`src/rtl/dinser_pkg.sv`:
```
package dinser_pkg;
  localparam int unsigned DATA_W = 8;
  localparam int unsigned CRC_W  = 5;
  localparam logic [CRC_W-1:0] CRC_GEN = 5'b10101;

  typedef enum logic [1:0] {
    DB_NONE   = 2'b00,
    DB_SHORT  = 2'b01,
    DB_MEDIUM = 2'b10,
    DB_LONG   = 2'b11
  } db_sel_e;

  function automatic logic [CRC_W-1:0] crc5_of(input logic [DATA_W-1:0] d);
    logic [CRC_W-1:0] r;
    logic             fb;
    r = '0;
    for (int i = DATA_W - 1; i >= 0; i--) begin
      fb = r[CRC_W-1] ^ d[i];
      r  = {r[CRC_W-2:0], 1'b0};
      if (fb) r = r ^ CRC_GEN;
    end
    return r;
  endfunction
endpackage

```
`src/rtl/dinser_debounce.sv`:
```
module dinser_debounce
  import dinser_pkg::*;
#(
  parameter int unsigned SHORT_CYC = 4,
  parameter int unsigned MED_CYC   = 16,
  parameter int unsigned LONG_CYC  = 64
) (
  input  logic       clk,
  input  logic       rst_n,
  input  logic [1:0] sel,
  input  logic       raw,
  output logic       filt
);
  localparam int unsigned CNT_W = $clog2(LONG_CYC + 1);

  logic [CNT_W-1:0] cnt_q, cnt_d, lim_m1;
  logic             filt_q, filt_d;

  always_comb begin
    case (sel)
      DB_SHORT:  lim_m1 = CNT_W'(SHORT_CYC - 1);
      DB_MEDIUM: lim_m1 = CNT_W'(MED_CYC - 1);
      default:   lim_m1 = CNT_W'(LONG_CYC - 1);
    endcase
  end

  always_comb begin
    filt_d = filt_q;
    cnt_d  = '0;
    if (sel == DB_NONE) begin
      filt_d = raw;
    end else if (raw != filt_q) begin
      if (cnt_q >= lim_m1) filt_d = raw;
      else                 cnt_d  = cnt_q + 1'b1;
    end
  end

  always_ff @(posedge clk or negedge rst_n) begin
    if (!rst_n) begin
      filt_q <= 1'b0;
      cnt_q  <= '0;
    end else begin
      filt_q <= filt_d;
      cnt_q  <= cnt_d;
    end
  end

  assign filt = filt_q;

  assert_cnt_bound_R9: assert property (@(posedge clk) disable iff (!rst_n)
    cnt_q <= CNT_W'(LONG_CYC - 1));
  assert_take_raw_R9: assert property (@(posedge clk) disable iff (!rst_n)
    !$stable(filt_q) |-> filt_q == $past(raw));
endmodule

```
`src/rtl/dinser_shift.sv`:
```
module dinser_shift #(
  parameter int unsigned DATA_W = 8
) (
  input  logic              clk,
  input  logic              rst_n,
  input  logic              cs_n,
  input  logic              sck,
  input  logic              sdi,
  input  logic              word8,
  input  logic [DATA_W-1:0] data,
  input  logic [DATA_W-1:0] status,
  output logic              sdo
);
  localparam int unsigned SR_W = 2 * DATA_W;

  logic            cs_q, sck_q, mode8_q, mode8_d;
  logic [SR_W-1:0] sr_q, sr_d;
  logic            load, shift_en;

  assign load     = cs_q & ~cs_n;
  assign shift_en = ~cs_n & ~cs_q & sck & ~sck_q;

  always_comb begin
    sr_d    = sr_q;
    mode8_d = mode8_q;
    if (load) begin
      mode8_d = word8;
      sr_d    = word8 ? {data, {DATA_W{1'b0}}} : {data, status};
    end else if (shift_en) begin
      if (mode8_q) sr_d = {sr_q[SR_W-2:DATA_W], sdi, {DATA_W{1'b0}}};
      else         sr_d = {sr_q[SR_W-2:0], sdi};
    end
  end

  always_ff @(posedge clk or negedge rst_n) begin
    if (!rst_n) begin
      cs_q    <= 1'b1;
      sck_q   <= 1'b0;
      sr_q    <= '0;
      mode8_q <= 1'b0;
    end else begin
      cs_q    <= cs_n;
      sck_q   <= sck;
      sr_q    <= sr_d;
      mode8_q <= mode8_d;
    end
  end

  assign sdo = sr_q[SR_W-1];

  assert_idle_hold_R2: assert property (@(posedge clk) disable iff (!rst_n)
    (cs_q && cs_n) |=> $stable(sr_q));
  assert_load_msb_R2: assert property (@(posedge clk) disable iff (!rst_n)
    (cs_q && !cs_n) |=> sdo == $past(data[DATA_W-1]));
  assert_pass_in8_R6: assert property (@(posedge clk) disable iff (!rst_n)
    (shift_en && mode8_q) |=> sr_q[DATA_W] == $past(sdi));
  assert_pass_in16_R6: assert property (@(posedge clk) disable iff (!rst_n)
    (shift_en && !mode8_q) |=> sr_q[0] == $past(sdi));
endmodule

```
`src/rtl/din_serializer.sv`:
```
module din_serializer
  import dinser_pkg::*;
#(
  parameter int unsigned DB_SHORT_CYC = 4,
  parameter int unsigned DB_MED_CYC   = 16,
  parameter int unsigned DB_LONG_CYC  = 64
) (
  input  logic              clk,
  input  logic              rst_n,
  input  logic [DATA_W-1:0] in_raw,
  input  logic [1:0]        db_sel,
  input  logic              word8_sel,
  input  logic              uv_alarm,
  input  logic              uv_warn,
  input  logic              over_temp,
  input  logic              cs_n,
  input  logic              sck,
  input  logic              sdi,
  output logic              sdo,
  output logic              fault
);
  logic [DATA_W-1:0] filt;
  logic [DATA_W-1:0] status;
  logic              fault_q, fault_d;

  for (genvar g = 0; g < DATA_W; g++) begin : g_db
    dinser_debounce #(
      .SHORT_CYC(DB_SHORT_CYC),
      .MED_CYC  (DB_MED_CYC),
      .LONG_CYC (DB_LONG_CYC)
    ) u_db (
      .clk  (clk),
      .rst_n(rst_n),
      .sel  (db_sel),
      .raw  (in_raw[g]),
      .filt (filt[g])
    );
  end

  assign status = {crc5_of(filt), ~uv_alarm, over_temp, ~uv_warn};

  dinser_shift #(.DATA_W(DATA_W)) u_shift (
    .clk   (clk),
    .rst_n (rst_n),
    .cs_n  (cs_n),
    .sck   (sck),
    .sdi   (sdi),
    .word8 (word8_sel),
    .data  (filt),
    .status(status),
    .sdo   (sdo)
  );

  assign fault_d = over_temp | uv_alarm;

  always_ff @(posedge clk or negedge rst_n) begin
    if (!rst_n) fault_q <= 1'b0;
    else        fault_q <= fault_d;
  end

  assign fault = fault_q;

  assert_fault_follow_R8: assert property (@(posedge clk) disable iff (!rst_n)
    1'b1 |=> fault == ($past(over_temp) || $past(uv_alarm)));
endmodule

```
`config.mk`:
```
export PLATFORM = sky130hd
export DESIGN_NAME = din_serializer
export DESIGN_NICKNAME = d
export VERILOG_FILES = /design/src/rtl/dinser_pkg.sv /design/src/rtl/dinser_debounce.sv /design/src/rtl/dinser_shift.sv /design/src/rtl/din_serializer.sv
export SDC_FILE = /design/constraint.sdc
export NUM_CORES = 1
export LEC_CHECK = 0
export BUFFER_PORTS_ARGS = -buffer_cell sky130_fd_sc_hd__buf_2
export CAP_MARGIN = 20
export CORE_ASPECT_RATIO = 1.75
export CORE_MARGIN = 1.5
export CORE_UTILIZATION = 35
export CTS_CLUSTER_SIZE = 25
export DETAILED_ROUTE_END_ITERATION = 10
export MAX_ROUTING_LAYER = met4
export PLACE_DENSITY = 0.52
export SETUP_SLACK_MARGIN = 0.15
export SYNTH_ARGS = -nofsm -noshare
export SYNTH_HDL_FRONTEND = slang
export SYNTH_HIERARCHICAL = 1
export SYNTH_SLANG_ARGS = --single-unit
```
`constraint.sdc`:
```
create_clock -name clk -period 3.7 [get_ports clk]
set_clock_uncertainty 0.1 [all_clocks]
set_input_delay 0 -clock clk [delete_from_list [all_inputs] [get_ports clk]]
set_output_delay 0 -clock clk [all_outputs]
set_load 0.05 [all_outputs]
```
==> results.md <==
* Status: completed
* Synth async-reset ratio at 1.00
* WS Path Type: in2reg
* CTS clock-pin slew for the worst setup and hold paths at 0.06 ns
* Die ar. at 15,800 um2
* Final Worst Setup Slack at 1.53 ns
* Global-route wire length before repair at 17.2 mm
* Initial antenna violation count at 0
* Fmax at 0.462 GHz
* Warnings, synthesis at 6
* Setup Viol. Count Final at 0
* Number of vias per cell at 4.98
* Largest net degree at the start of global routing at 67
* Non-filler cells, final at 705
* Critical Path RT at 3.86 ns
* Final core occ at 0.408
* IO Pins at 21
* Most common cell after layout, fill and taps aside: dfrtp_1
* CTS Buf Count at 9
* Minimum clock period at 2.17 ns
* Final Power at 0.00275 W
* Core Box Area at 14,800 um2
* Vias in the first global route at 3,773
* Area growth syn-to-layout at 15.0%
* I/O Buffers at 20
* Max rail drop VDD at 253 uV
* Most frequent cells in the layout: dfrtp_1, nor2_1, ha_1
* Crit end category: register
* Worst EP arrival at 2.32 ns
* WP buf/inv at 2
* Fraction of layout cells with a size suffix above 1 at 0.157
* Fillers at 1,467
* Synthesized flop and latch total at 84
* H-tree levels at 3
* Mapped Area at 5250 um2
* DRC at 0
* Crit path max-delay family: compound AO/OA/AOI/OAI gates
* Final period util at 0.585
* Routed Antenna Nets at 0
* Dpl hpwl at 7.26 mm
* Initial DRC count at 108
* Slew Limit Fails at 0
* Startpoint types: input port
* Final hold vios at 0
* Slew @ Worst Pin at 0.852 ns
* Routed WL at 10.1 mm
* RSZ-0062 raised after global routing: false
* Gr busiest metal: met2
* Headroom to the max-slew limit at 0.432
* Global-route track usage on met3 at 0.0180
* RR Startpoint: g_db[6].u_db/filt
* Setup WS pre-CTS at 1.18 ns
* WL/cell at 14.3 um
* # diodes at 0
* Max-cap violations at 0
* GR Layer Usage met1 at 0.156
* Final nets at 584
* Vias at 3,509
* Die H at 165 um
* Cell variety after synth at 39
* CTS root buf: clkbuf_16
* Hold path start: uv_warn
* Gpl congestion at 0.775
* Worst hold path type: in2reg
* PD cells at 456 nW/um2
* Crit-path cells: buf_2, inv_1, ha_1, ha_1, a31o_1, a2111oi_4, o211ai_1, nor2_1
* Worst skew pair latency at 0.33 ns
* Leak Pwr at 2.75 nW
* Most used cell, CP: ha_1
* Slowest CP cell: buf_2
* Clock sink count at 84
* Mapped Cells at 474
* GRT Util Overall at 0.143
* Die X at 95.5 um
* Top_reg_cell synth: dfrtp_1
* Setup TNS at 0 ns
* Cell Rows at 59
* Grt total ovfl at 0
* CP max stage delay at 0.42 ns
* Grt met2 use at 0.259
* Seq/Total Area, Yosys at 0.401
* First-pass DRT Iterations at 4
* Initial Utilization at 0.355
* Dpl cells at 673
* Largest fanout on the critical path at 24
* Worst setup startpoint: db_sel[0]
* TritonCTS clock tree: built
* Post-synth EDFFs at 0
* CTS Buffer Depth at 2
* Synthesized net count at 541
* Post-CTS Setup Bufs at 0
* Syn_area_per_cell at 11.1 um2
[where the power goes]
group / total, W / switching [W] / internal (W)
sequential: 0.00115 / 0.000124 / 0.00103
combinational: 0.000601 / 0.000300 / 0.000301
clock: 0.000998 / 0.000354 / 0.000644
[worst reg2reg max path: cells and delay by family (launching register included)]
family	cells	cell delay [ns]
muxes	1	0.25
and+or+nand+nor	1	0.11
DFF	1	0.48
AOI/OAI and AO/OA	1	0.05
xor gates and xnor gates	3	0.98
[metal layers]
| layer | up-vias | wire length (um) |
|---|---|---|
| li1 | 1744 | - |
| met1 | 1721 | 4190 |
| met2 | 30 | 5500 |
| met3 | 14 | 143 |
| met4 | 0 | 225 |
| met5 | - | 0 |
[synthesized netlist by cell type (2+ instances only)]
library cell,instances,share of area
o211ai_1,8,0.011
ha_1,48,0.11
nor2_1,56,0.040
xnor2_1,24,0.040
nand2b_2,8,0.013
and3_1,8,0.0095
xor2_1,35,0.058
nand4b_1,8,0.013
nand3_1,32,0.031
o21ai_1,8,0.0076
a221o_2,8,0.017
nand2b_1,8,0.0095
inv_1,44,0.031
mux2_1,8,0.017
o21ai_0,15,0.014
a2111oi_4,8,0.042
and3b_1,8,0.013
dfrtp_1,83,0.40
nand4bb_1,7,0.015
a31o_1,8,0.013
a22oi_1,8,0.011
mux2_4,2,0.0057
a31oi_1,8,0.0095
buf_6,2,0.0043
mux2_2,8,0.017
[flip-flops by register name, summed over array words and instances (netlist names)]
name / flops
u_shift/cs_q: 1
g_db.u_db/filt: 8
u_shift/sr_q: 16
u_shift/mode8_q: 1
fault: 1
g_db.u_db/cnt_q: 56
u_shift/sck_q: 1
[final cells by class]
cell class | instances | area (um2) | area share
Inverter | 44 | 165 | 0.0274
Multi-Input combinational cell | 341 | 2930 | 0.485
Clock buffer | 12 | 267 | 0.0442
Clock inverter | 4 | 70.1 | 0.0116
Sequential cell | 84 | 2100 | 0.349
Tap cell | 183 | 229 | 0.0380
Timing Repair Buffer | 37 | 270 | 0.0448
[kinds of logic (layout without fill, tap and decap cells)]
| family | after synthesis | count (layout) | synth area share |
|---|---|---|---|
| compound gates | 73 | 73 | 0.132 |
| buf+inv | 49 | 97 | 0.0413 |
| mux | 18 | 18 | 0.0401 |
| flops | 84 | 84 | 0.401 |
| simple gates | 140 | 140 | 0.160 |
| fa+ha+maj | 48 | 48 | 0.115 |
| xor+xnor | 62 | 62 | 0.111 |
[metrics by stage]
step	area, um2	hold slack (ns)
floorplan	5250	-0.396
global placement	5530	0.0605
detailed placement	5530	0.0708
CTS	6030	0.0604
global route	6030	0.0931
finish	6030	0.0580
[final timing paths]
check | end | slack, ns | cells after the start
min reg2reg | u_shift/sr_q[7] | 0.41 | 1
max in group asynchronous | g_db[4].u_db/cnt_q[5] | 2.46 | 3
max reg2reg | u_shift/sr_q[3] | 1.61 | 6
min | u_shift/sr_q[0] | 0.06 | 5
max | g_db[0].u_db/cnt_q[5] | 1.53 | 8
min in group asynchronous | g_db[0].u_db/cnt_q[0] | 0.22 | 2
[repair_timing]
action	in CTS	in global routing
resized for setup	0	0
hold buffers	16	0
endpoints found under the hold margin	78	0
Power figures use the tool's default switching activity.
